**config.mk**
```make
export PLATFORM = sky130hd
export DESIGN_NAME = tmr_wdt_top
export DESIGN_NICKNAME = d
export VERILOG_FILES = /design/src/rtl/tmr_wdt_pkg.sv /design/src/rtl/tmr_pin_edge.sv /design/src/rtl/tmr_prescaler.sv /design/src/rtl/tmr_watchdog.sv /design/src/rtl/tmr_wdt_top.sv
export SDC_FILE = /design/constraint.sdc
export NUM_CORES = 1
export LEC_CHECK = 0
export ABC_AREA = 1
export BUFFER_PORTS_ARGS = -buffer_cell sky130_fd_sc_hd__buf_4
export CORE_AREA = 5 5 106 108
export CTS_BUF_LIST = sky130_fd_sc_hd__clkbuf_8
export DETAILED_ROUTE_END_ITERATION = 16
export DIE_AREA = 0 0 111 113
export HOLD_SLACK_MARGIN = 0.06
export PLACE_DENSITY_LB_ADDON = 0.15
export SLEW_MARGIN = 20
export SYNTH_ARGS = -nofsm -noshare
export SYNTH_HDL_FRONTEND = slang
export SYNTH_HIERARCHICAL = 1
export SYNTH_SLANG_ARGS = --single-unit
```
**constraint.sdc**
```tcl
create_clock -name clk_i -period 8.3 [get_ports clk_i]
set_input_delay 2.49 -clock clk_i [delete_from_list [all_inputs] [get_ports clk_i]]
set_output_delay 2.49 -clock clk_i [all_outputs]
set_load 0.01 [all_outputs]
```
**src/rtl/tmr_wdt_pkg.sv**
```systemverilog
package tmr_wdt_pkg;
  localparam int DATA_W = 8;

  // bit positions are decoded by the write path: [2:0] code, 3 owner, 4 edge, 5 source
  typedef struct packed {
    logic [1:0] spare;
    logic       src_pin;
    logic       fall_edge;
    logic       wdt_own;
    logic [2:0] ps;
  } mode_t;

  localparam mode_t MODE_RST = '1;
endpackage

```
**src/rtl/tmr_pin_edge.sv**
```systemverilog
module tmr_pin_edge (
  input  logic clk_i,
  input  logic rst_ni,
  input  logic pin_i,
  input  logic fall_i,
  output logic ev_o
);
  logic s1_q, s2_q, prev_q;

  always_ff @(posedge clk_i or negedge rst_ni) begin
    if (!rst_ni) begin
      s1_q   <= 1'b0;
      s2_q   <= 1'b0;
      prev_q <= 1'b0;
    end else begin
      s1_q   <= pin_i;
      s2_q   <= s1_q;
      prev_q <= s2_q;
    end
  end

  assign ev_o = fall_i ? (~s2_q & prev_q) : (s2_q & ~prev_q);

  // one polarity only, so never two events in a row
  a_r5_no_back_to_back: assert property (@(posedge clk_i) disable iff (!rst_ni)
    (ev_o && $stable(fall_i)) |=> !ev_o);
endmodule

```
**src/rtl/tmr_prescaler.sv**
```systemverilog
module tmr_prescaler #(
  parameter int PS_W = 3
) (
  input  logic            clk_i,
  input  logic            rst_ni,
  input  logic            tick_i,
  input  logic            clr_i,
  input  logic [PS_W-1:0] ps_i,
  input  logic            wdt_own_i,
  output logic            out_o
);
  localparam int CNT_W = 1 << PS_W;

  logic [CNT_W-1:0] cnt_q, limit;
  logic [PS_W:0]    shamt;

  // watchdog owner divides one step less than timer owner
  assign shamt = wdt_own_i ? {1'b0, ps_i} : {1'b0, ps_i} + 1'b1;
  assign limit = ~({CNT_W{1'b1}} << shamt);
  assign out_o = tick_i && !clr_i && (cnt_q >= limit);

  always_ff @(posedge clk_i or negedge rst_ni) begin
    if (!rst_ni)     cnt_q <= '0;
    else if (clr_i)  cnt_q <= '0;
    else if (tick_i) cnt_q <= out_o ? '0 : cnt_q + 1'b1;
  end

  a_r9_pre_cleared: assert property (@(posedge clk_i) disable iff (!rst_ni)
    clr_i |=> !out_o || (limit == '0));
endmodule

```
**src/rtl/tmr_watchdog.sv**
```systemverilog
module tmr_watchdog #(
  parameter int WDT_W = 8
) (
  input  logic clk_i,
  input  logic rst_ni,
  input  logic ev_i,
  input  logic clr_i,
  input  logic dis_i,
  output logic rst_o
);
  logic [WDT_W-1:0] cnt_q;
  logic             rst_q;

  always_ff @(posedge clk_i or negedge rst_ni) begin
    if (!rst_ni) begin
      cnt_q <= '0;
      rst_q <= 1'b0;
    end else if (dis_i || clr_i) begin
      cnt_q <= '0;
      rst_q <= 1'b0;
    end else begin
      if (ev_i) cnt_q <= cnt_q + 1'b1;
      rst_q <= ev_i && (&cnt_q);
    end
  end

  assign rst_o = rst_q;

  a_r9_clear_blocks: assert property (@(posedge clk_i) disable iff (!rst_ni)
    clr_i |=> !rst_o);
  a_r10_disabled_quiet: assert property (@(posedge clk_i) disable iff (!rst_ni)
    dis_i |=> !rst_o);
endmodule

```
**src/rtl/tmr_wdt_top.sv**
```systemverilog
module tmr_wdt_top
  import tmr_wdt_pkg::*;
#(
  parameter int WDT_W = 8,
  parameter int PS_W  = 3
) (
  input  logic              clk_i,
  input  logic              rst_ni,
  input  logic              cyc_en_i,
  input  logic              ext_pin_i,
  input  logic              wr_en_i,
  input  logic              wr_sel_i,
  input  logic [DATA_W-1:0] wr_data_i,
  input  logic              wdt_clr_i,
  input  logic              sleep_i,
  input  logic              wdt_tick_i,
  input  logic              wdt_dis_i,
  output logic [DATA_W-1:0] tmr_cnt_o,
  output logic [DATA_W-1:0] mode_o,
  output logic              tmr_ovf_o,
  output logic              wdt_rst_o
);
  mode_t             mode_q;
  logic [DATA_W-1:0] tmr_q;
  logic              ovf_q;
  logic              pin_ev, src_ev, pre_tick, pre_out, pre_clr;
  logic              tmr_ev, wdt_ev, tmr_wr, mode_wr, wdt_clr;

  assign tmr_wr  = wr_en_i & ~wr_sel_i;
  assign mode_wr = wr_en_i &  wr_sel_i;
  assign wdt_clr = wdt_clr_i | sleep_i;

  always_ff @(posedge clk_i or negedge rst_ni) begin
    if (!rst_ni)      mode_q <= MODE_RST;
    else if (mode_wr) mode_q <= mode_t'(wr_data_i);
  end

  tmr_pin_edge u_edge (
    .clk_i  (clk_i),
    .rst_ni (rst_ni),
    .pin_i  (ext_pin_i),
    .fall_i (mode_q.fall_edge),
    .ev_o   (pin_ev)
  );

  assign src_ev   = mode_q.src_pin ? pin_ev : cyc_en_i;
  assign pre_tick = mode_q.wdt_own ? wdt_tick_i : src_ev;
  assign pre_clr  = mode_q.wdt_own ? wdt_clr : tmr_wr;
  assign tmr_ev   = mode_q.wdt_own ? src_ev : pre_out;
  assign wdt_ev   = mode_q.wdt_own ? pre_out : wdt_tick_i;

  tmr_prescaler #(.PS_W(PS_W)) u_pre (
    .clk_i     (clk_i),
    .rst_ni    (rst_ni),
    .tick_i    (pre_tick),
    .clr_i     (pre_clr),
    .ps_i      (mode_q.ps),
    .wdt_own_i (mode_q.wdt_own),
    .out_o     (pre_out)
  );

  always_ff @(posedge clk_i or negedge rst_ni) begin
    if (!rst_ni) begin
      tmr_q <= '0;
      ovf_q <= 1'b0;
    end else if (tmr_wr) begin
      tmr_q <= wr_data_i;
      ovf_q <= 1'b0;
    end else begin
      if (tmr_ev) tmr_q <= tmr_q + 1'b1;
      ovf_q <= tmr_ev && (&tmr_q);
    end
  end

  tmr_watchdog #(.WDT_W(WDT_W)) u_wdt (
    .clk_i  (clk_i),
    .rst_ni (rst_ni),
    .ev_i   (wdt_ev),
    .clr_i  (wdt_clr),
    .dis_i  (wdt_dis_i),
    .rst_o  (wdt_rst_o)
  );

  assign tmr_cnt_o = tmr_q;
  assign mode_o    = mode_q;
  assign tmr_ovf_o = ovf_q;

  a_r6_ovf_at_zero: assert property (@(posedge clk_i) disable iff (!rst_ni)
    tmr_ovf_o |-> tmr_cnt_o == '0);
  a_r3_single_step: assert property (@(posedge clk_i) disable iff (!rst_ni)
    !tmr_wr |=> (tmr_cnt_o == $past(tmr_cnt_o)) || (tmr_cnt_o == $past(tmr_cnt_o) + 8'd1));
  a_r7_write_loads: assert property (@(posedge clk_i) disable iff (!rst_ni)
    tmr_wr |=> tmr_cnt_o == $past(wr_data_i));
  a_r2_mode_write: assert property (@(posedge clk_i) disable iff (!rst_ni)
    mode_wr |=> mode_o == $past(wr_data_i));
endmodule

```
Yosys cells after proc, flatten, opt, wreduce, memory -nomap -nowiden
Cells that the tools add are included.
- input port bits: 18
- latch bits: 0
- memories kept: 0
- bits in registers: 37
- memory bits (read-only): 0
- bits in writable memories: 0
- word-level logic and storage cells: 55
- output and inout bits: 18
- equality and inequality tests: 0
- muxes and demuxes: 16
- div/mod/pow operators: 0
- reduce and logical (&&, ||, !) cells: 11
- add/sub/neg operators: 4
- multiply operators: 0
- bitwise logic cells: 9
- order comparisons: 1
- shifts and indexed selects: 1
- operators by type and width (cell ; number):
    8-bit two-way mux ; 7
    8-bit by 1-bit adder with 8-bit output, second input constant ; 3
    8-bit AND reduction ; 2
    8-bit greater-or-equal comparator ; 1
    1-bit two-way mux ; 8
    8-bit inverter ; 1
    8-bit by 4-bit left shift with 8-bit output, first input constant ; 1
    2-bit nonzero test ; 3
    3-bit by 1-bit adder with 4-bit output, second input constant ; 1
    1-bit bitwise AND ; 4
    1-bit logical AND ; 4
    4-bit two-way mux ; 1
    1-bit inverter ; 3
    1-bit zero test ; 1
    1-bit logical OR ; 1
    1-bit bitwise OR ; 1

Longest topological paths before layout
Gate-level depths: netlist of run 1.
- depth in word-level cells: 10
- mapped depth: 19
- gate-level depth less buffers: 19

By module
The synthesis of run 1 kept the hierarchy.
- by module, submodules not included (module ; area each (um^2) ; seq. area each (um^2) ; cells each ; times used):
    tmr_wdt_top ; 982.2 ; 435.4 ; 116 ; 1
    tmr_prescaler ; 782.0 ; 200.2 ; 113 ; 1
    tmr_watchdog ; 427.9 ; 225.2 ; 52 ; 1
    tmr_pin_edge ; 100.1 ; 75.1 ; 9 ; 1

Worst setup path after synthesis of run 1
Ideal clock, no wire load.
- path type: input port to flip-flop
- start: input sleep_i
- end: register u_wdt.cnt_q[7]
- data arrival time: 4.373 ns
- stages on the path: 12
- buffers on the path: 0
- data required time: 8.181 ns
- library setup time: 0.119 ns
- slack: 3.808 ns
- path through: or2_2 nand2_1 o21ai_0 nor2_2 a21boi_0 inv_1 o21ai_0 nand2_2 nor2_4 nand3_1 nand2_1 nor2_1
- word-level cells in the longest chain between the ends: 7
- elaborated cells on any way between the ends: 9
- those cells by class: mux (3); bitwise (1); reduce/logical (5)
- RTL lines (element ; line ; text):
    from (decl) ; tmr_wdt_top.sv:15 ; input logic sleep_i,
    1-bit bitwise OR ; tmr_wdt_top.sv:31 ; assign wdt_clr = wdt_clr_i | sleep_i;
    1-bit two-way mux ; tmr_wdt_top.sv:48 ; assign pre_clr = mode_q.wdt_own ? wdt_clr : tmr_wr;
    net pre_clr ; tmr_wdt_top.sv:26 ; logic pin_ev, src_ev, pre_tick, pre_out, pre_clr;
    1-bit zero test ; tmr_prescaler.sv:20 ; assign out_o = tick_i && !clr_i && (cnt_q >= limit);
    1-bit logical AND (2 in a row) ; tmr_prescaler.sv:20 ;
    net pre_out ; tmr_wdt_top.sv:26 ;
    1-bit two-way mux ; tmr_wdt_top.sv:50 ; assign wdt_ev = mode_q.wdt_own ? pre_out : wdt_tick_i;
    net wdt_ev ; tmr_wdt_top.sv:27 ; logic tmr_ev, wdt_ev, tmr_wr, mode_wr, wdt_clr;
    2-bit nonzero test (no line) ; -- ;
    to (signal assigned) ; tmr_watchdog.sv:22 ; if (ev_i) cnt_q <= cnt_q + 1'b1;
    to (decl) ; tmr_watchdog.sv:11 ; logic [WDT_W-1:0] cnt_q;
The timed path passes the listed nets, and every way through them passes these cells.
A chain may end at the register's enable or synchronous reset.

Worst setup path in the final report of run 1
- start: input sleep_i
- end: register u_wdt.cnt_q[4]
- word-level cells in the longest chain between the ends: 7
- elaborated cells on any way between the ends: 9
- those cells by class: mux (3); bitwise (1); reduce/logical (5)
- RTL lines (element ; line):
    1-bit bitwise OR ; tmr_wdt_top.sv:31
    net wdt_clr ; tmr_wdt_top.sv:27
    1-bit two-way mux ; tmr_wdt_top.sv:48
    net pre_clr ; tmr_wdt_top.sv:26
    1-bit zero test ; tmr_prescaler.sv:20
    1-bit logical AND (2 in a row) ; tmr_prescaler.sv:20
    net pre_out ; tmr_wdt_top.sv:26
    1-bit two-way mux ; tmr_wdt_top.sv:50
    net wdt_ev ; tmr_wdt_top.sv:27
    2-bit nonzero test (no line) ; --
The timed path passes the listed nets, and every way through them passes these cells.

==> results of run 1 <==
## synth_stat cells (4+ instances only)
cell type,instances
nand2_1,82
dfrtp_1,29
inv_1,29
nor2_1,27
nand3_1,25
ha_1,12
a21oi_1,9
nand2_2,9
dfstp_2,8
nand4_1,8
o21ai_0,7
mux2_2,6
nand3b_1,4
nor2_4,4
xor2_1,4
## state kept, by name (all words and copies together) (netlist names)
register and count:
u_wdt/cnt_q 8, mode_o 8, u_wdt/rst_o 1, u_pre/cnt_q 8, u_edge/s1_q 1, u_edge/s2_q 1, u_edge/prev_q 1, tmr_cnt_o 8
tmr_ovf_o 1
## per-layer routing
layer  wire (um)  share of wire
met1        2950           0.52
met2        2460           0.44
met3         188          0.033
met4          44         0.0078
met5           0              0
## path summary, 6_finish.rpt
| path | start | end | slack [ns] | cells past startpoint |
|---|---|---|---|---|
| setup reg to reg | mode_o[0] | u_wdt/cnt_q[4] | 4.97 | 13 |
| min in group asynchronous | rst_ni | tmr_cnt_o[2] | 2.15 | 1 |
| hold reg to reg | u_edge/s1_q | u_edge/s2_q | 0.36 | 0 |
| setup / recovery | sleep_i | u_wdt/cnt_q[4] | 3.59 | 11 |
| hold / removal | u_edge/s1_q | u_edge/s2_q | 0.36 | 0 |
| max in group asynchronous | rst_ni | mode_o[1] | 5.76 | 1 |
## logic make-up (layout without fill, tap and decap cells)
| family | count (synthesis) | in the layout | share of synthesized area |
|---|---|---|---|
| flops | 37 | 37 | 0.408 |
| compound gates | 27 | 27 | 0.0688 |
| simple gates | 169 | 169 | 0.347 |
| buf+inv | 33 | 75 | 0.0573 |
| mux | 7 | 7 | 0.0338 |
| fa+ha+maj | 12 | 12 | 0.0655 |
| xor+xnor | 5 | 5 | 0.0191 |
## through the flow
step	cells	utilization	total power [uW]	setup slack (ns)
floorplan	290	-	346	3.81
global placement	460	0.268	417	3.38
detailed placement	460	0.268	419	3.31
CTS	468	0.277	561	3.62
global route	468	0.277	598	3.38
finish	468	0.277	549	3.59
## report_power, final
| part | total (uW) | leakage (uW) | switching (uW) | internal (uW) |
|---|---|---|---|---|
| Clock | 137 | 0.0000512 | 69.6 | 67.4 |
| Combinational | 172 | 0.000873 | 96.6 | 75.6 |
| Sequential | 239 | 0.000469 | 31.8 | 207 |
| Total | 549 | 0.00139 | 198 | 350 |
## area by class of cell
type                            count  area (um^2)
Tap cell                          136          170
Inverter                           32          120
Clock inverter                      2         13.8
Multi-Input combinational cell    220         1220
Clock buffer                        6         82.6
Sequential cell                    37          936
Fill cell                        1118         7330
Timing Repair Buffer               35          263
==> summary.md, run 1 <==
| Metric | Value |
|---|---|
| Layout cell share with drive strength beyond 1 | `0.253` |
| Number of global-route vias before repair | `1,936` |
| Power Dens Cells | `195 nW/um^2` |
| GR Util met2 | `0.140` |
| Die W | `111 um` |
| Final setup viols | `0` |
| Crit path max-delay family | `simple AND/OR/NAND/NOR gates` |
| Fin. Hold Viols | `0` |
| Antenna viol nets, final | `0` |
| Combined buffer and inverter count along the critical path | `2` |
| Fmax | `0.212 GHz` |
| Worst path slowest cell | `o21ai_0` |
| Area after DPL | `2710 um^2` |
| Initial Util | `0.226` |
| Top cell type's share of synthesized area | `0.317` |
| Initial DRC count | `91` |
| Commonest non-fill, non-tap cell in the layout | `nand2_1` |
| Cts bufs inserted | `5` |
| CTS max path bufs | `2` |
| Slew @ Worst Pin | `0.666 ns` |
| First-pass GRT wire length | `9830 um` |
| Initial antenna violation count | `0` |
| Fin crit period | `4.71 ns` |
| Hold WS | `0.356 ns` |
| Core Region | `10,100 um^2` |
| Mapped Area | `2290 um^2` |
| Sink Count | `37` |
| Detailed Route WL | `5640 um` |
| Syn Inst Count | `290` |
| Crit Path Max Fanout | `9` |
| Resized cells post-CTS | `0` |
| Relative slew slack | `0.551` |
| Post-synth top area cell | `dfrtp_1` |
| Worst skew pair latency | `0.29 ns` |
| Leakage | `0.00139 uW` |
| Netlist cell types | `33` |
| Post-route design area | `2810 um^2` |
| Status | `complete, no violations` |
| Vias | `1,947` |
| Met3 Usage GRT | `0.0214` |
| Die height | `113 um` |
| CTS tree | `built` |
| Tcrit/Tclk final | `0.568` |
| Input/output buffers | `35` |
| HP Class | `reg2reg` |
| Worst setup EP type | `flip-flop` |
| Async set-or-reset flop fraction in the synthesized netlist | `1.00` |
| Leading post-synthesis cells by cell area | `dfrtp_1 (32%), nand2_1 (13%), dfstp_2 (9.2%)` |
| Register area share after synthesis | `0.408` |
| Number of antenna diodes | `0` |
| Die Area | `12,500 um^2` |
| WS Path Type | `in2reg` |
| GRT overflow | `0` |
| Commonest non-fill, non-tap cells in the layout | `nand2_1 (82), buf_4 (35), inv_1 (29), dfrtp_1 (29), nor2_1 (27)` |
| Setup crit start kind | `primary input` |
| Routed length per instance | `12.1 um` |
| Root buffer cell | `clkbuf_8` |
| Routability congestion estimate | `0.678` |
| Vias/cell | `4.16` |
| Max Slew Vio Count | `0` |
| HPWL after DPL | `4220 um` |
| Largest net degree at the start of global routing | `38` |
| Max cap viols | `0` |
| Clock transition at path regs | `0.08 ns` |
| CP Cell Sequence | `buf_4 > or2_2 > nand2_1 > o21ai_0 > nor2_2 > a21boi_0 > inv_1 > o21ai_0 > nand3_1 > o21ai_0 > nor2_1` |
| H-tree depth | `2` |
| Syn. warnings | `6` |
| Ports | `36` |
| Setup TNS | `0 ns` |
| # DRC | `0` |
| WP data arrival | `4.89 ns` |
| Synthesis-to-finish area growth | `22.6%` |
| M1 GR Usage | `0.139` |
| Post-CTS Setup Bufs | `0` |
| Most used routing layer | `met2` |
| Nets | `361` |
| WP data required | `8.48 ns` |
| Tot GR Track Use | `0.0951` |
| Setup Skew | `0.0122 ns` |
| RSZ-0062 raised after global routing | `false` |
| Seq cells post-synth | `37` |
| Peak supply drop | `0.0696 mV` |
| DRT Pass-1 Iters | `4` |
| Row Count | `37` |
| EDFF count, synth | `0` |
| Post-CTS Hold Fix Bufs | `0` |
| Post-Syn Nets | `320` |
| Crit-path max cell delay | `0.54 ns` |
| Most numerous cell on the critical path | `o21ai_0` |
| Avg Cell Area, Syn | `7.90 um^2` |
| Main synth FF type | `dfrtp_1` |
Note: power is estimated with default switching activity, not from simulation.
==> run 2, diff against run 1 <==
clock period = 4.6 ns   (was 8.3 ns; I/O delays follow)
==> run 2 against run 1 <==
Against the previous run:
- sequential share of layout area shrank 0.35 points
- clock power grew 110%
- global-route usage shrank 0.26 points
- sequential power grew 80%
- clock-buffer cell count shrank 1
- clock skew is essentially flat
- core utilization grew 0.30 points
- register-to-register slack lost 3.4 ns
- die area is the same
- power grew 88%
- highest routed layer unchanged
==> summary.md, run 2 (same netlist as run 1, synthesis figures left out) <==
| Metric | Value |
|---|---|
| Routed length per instance | `12.0 um` |
| Commonest non-fill, non-tap cell in the layout | `nand2_1` |
| Setup TNS | `0 ns` |
| Sink Count | `37` |
| Fin. Hold Viols | `0` |
| Vias | `1,943` |
| Tcrit/Tclk final | `0.698` |
| Final setup viols | `0` |
| CTS max path bufs | `2` |
| Vias/cell | `4.13` |
| Max cap viols | `0` |
| Critical path origin | `sleep_i` |
| Die height | `113 um` |
| Antenna viol nets, final | `0` |
| Max Slew Vio Count | `0` |
| Initial Util | `0.226` |
| Commonest non-fill, non-tap cells in the layout | `nand2_1 (82), buf_4 (37), inv_1 (30)` |
| DRT Pass-1 Iters | `4` |
| Status | `complete, no violations` |
| Die Area | `12,500 um^2` |
| Worst skew pair latency | `0.29 ns` |
| Initial antenna violation count | `0` |
| Ports | `36` |
| Clock transition at path regs | `0.09 ns` |
| Layout cell share with drive strength beyond 1 | `0.254` |
| Peak supply drop | `0.124 mV` |
| Worst path slowest cell | `nor2_2` |
| GRT overflow | `0` |
| WP data arrival | `3.40 ns` |
| HP Start | `u_edge/s1_q` |
| Slew @ Worst Pin | `0.621 ns` |
| Number of antenna diodes | `0` |
| Dpl ws | `1.05 ns` |
| Relative slew slack | `0.584` |
| Setup crit start kind | `primary input` |
| CTS tree | `built` |
| CP Cell Sequence | `buf_4 > or2_2 > nand2_1 > o21ai_0 > nor2_2 > a21boi_0 > inv_1 > o21ai_0 > buf_4 > nand2_2 > nor2_4 > nand3_1 > nand2_1 > nor2_1` |
| Row Count | `37` |
| Input/output buffers | `35` |
| R2R Path Start | `mode_o[0]` |
| H-tree depth | `2` |
| Initial DRC count | `118` |
| Crit path max-delay family | `simple AND/OR/NAND/NOR gates` |
| Number of global-route vias before repair | `1,879` |
| # DRC | `0` |
| WS Path Type | `in2reg` |
| Leakage | `0.00141 uW` |
| Root buffer cell | `clkbuf_8` |
| Post-CTS Setup Bufs | `0` |
| Crit Path Max Fanout | `9` |
| Die W | `111 um` |
| Nets | `363` |
| Worst setup EP type | `flip-flop` |
| First-pass GRT wire length | `9490 um` |
| WP data required | `4.79 ns` |
| Crit-path max cell delay | `0.34 ns` |
| Resized cells post-CTS | `0` |
| Power Dens Cells | `364 nW/um^2` |
| Fin crit period | `3.21 ns` |
| Synthesis-to-finish area growth | `23.9%` |
| Setup WS post-layout | `1.39 ns` |
| Setup Skew | `0.0122 ns` |
| Post-CTS Hold Fix Bufs | `0` |
| Detailed Route WL | `5650 um` |
| HPWL after DPL | `4240 um` |
| Core Region | `10,100 um^2` |
| Combined buffer and inverter count along the critical path | `3` |
| Tot GR Track Use | `0.0925` |
| HP Class | `reg2reg` |
| Largest net degree at the start of global routing | `38` |
| Fmax | `0.311 GHz` |
| RSZ-0062 raised after global routing | `false` |
| Cts bufs inserted | `5` |
| Routability congestion estimate | `0.692` |
-- run 2: changes by cell type in the layout (fill, tap and decap cells not counted) --
cell	delta
buf_4	+2
clkbuf_8	-1
bufinv_16	+1
inv_1	+1
clkinv_2	-1
-- run 2: final cells by class --
class                      count  area (um^2)
tap                          136          170
clock buffer                   5         68.8
timing repair buffer          37          278
clock inverter                 3         42.5
sequential                    37          936
fill                        1118         7300
multi-input combinational    220         1220
inverter                      32          120
-- run 2: worst reg2reg max path: cells and delay by family (launching register included) --
kind / cells / cell delay (ns)
mux: 1 / 0.21
simple gates: 6 / 0.53
flops: 1 / 0.60
fa+ha+maj: 2 / 0.42
compound gates: 5 / 0.88
buf+inv: 2 / 0.25
-- run 2: power breakdown --
| group | switching, uW | internal [uW] |
|---|---|---|
| clock | 127 | 161 |
| combinational | 176 | 138 |
| sequential | 56.8 | 374 |
| total | 360 | 673 |
-- run 2: stage by stage --
stage	cells	instance area (um^2)	util	hold slack [ns]	total power [uW]
after global routing	470	2840	0.280	0.374	1110
final	470	2840	0.280	0.357	1030
after floorplan	290	2290	-	0.331	624
after detailed placement	462	2730	0.269	0.340	757
after global placement	462	2730	0.269	0.347	754
after CTS	470	2840	0.280	0.361	1050
-- run 2: metal layers --
layer / wire length [um] / part of all wire / global-route usage / vias up
li1: - / - / - / 1030
met2: 2400 / 0.42 / 0.133 / 26
met5: 0 / 0 / 0 / -
met1: 3020 / 0.54 / 0.136 / 882
met3: 168 / 0.030 / 0.0214 / 5
met4: 58 / 0.010 / 0.0296 / 0
-- run 2: worst paths after layout --
check	end	slack [ns]	cells past startpoint
setup / recovery	u_wdt/cnt_q[5]	1.39	14
hold / removal	u_edge/s2_q	0.36	0
setup reg to reg	u_wdt/cnt_q[5]	1.60	16
hold reg to reg	u_edge/s2_q	0.36	0
max in group asynchronous	mode_o[5]	3.18	1
min in group asynchronous	tmr_cnt_o[0]	1.05	1
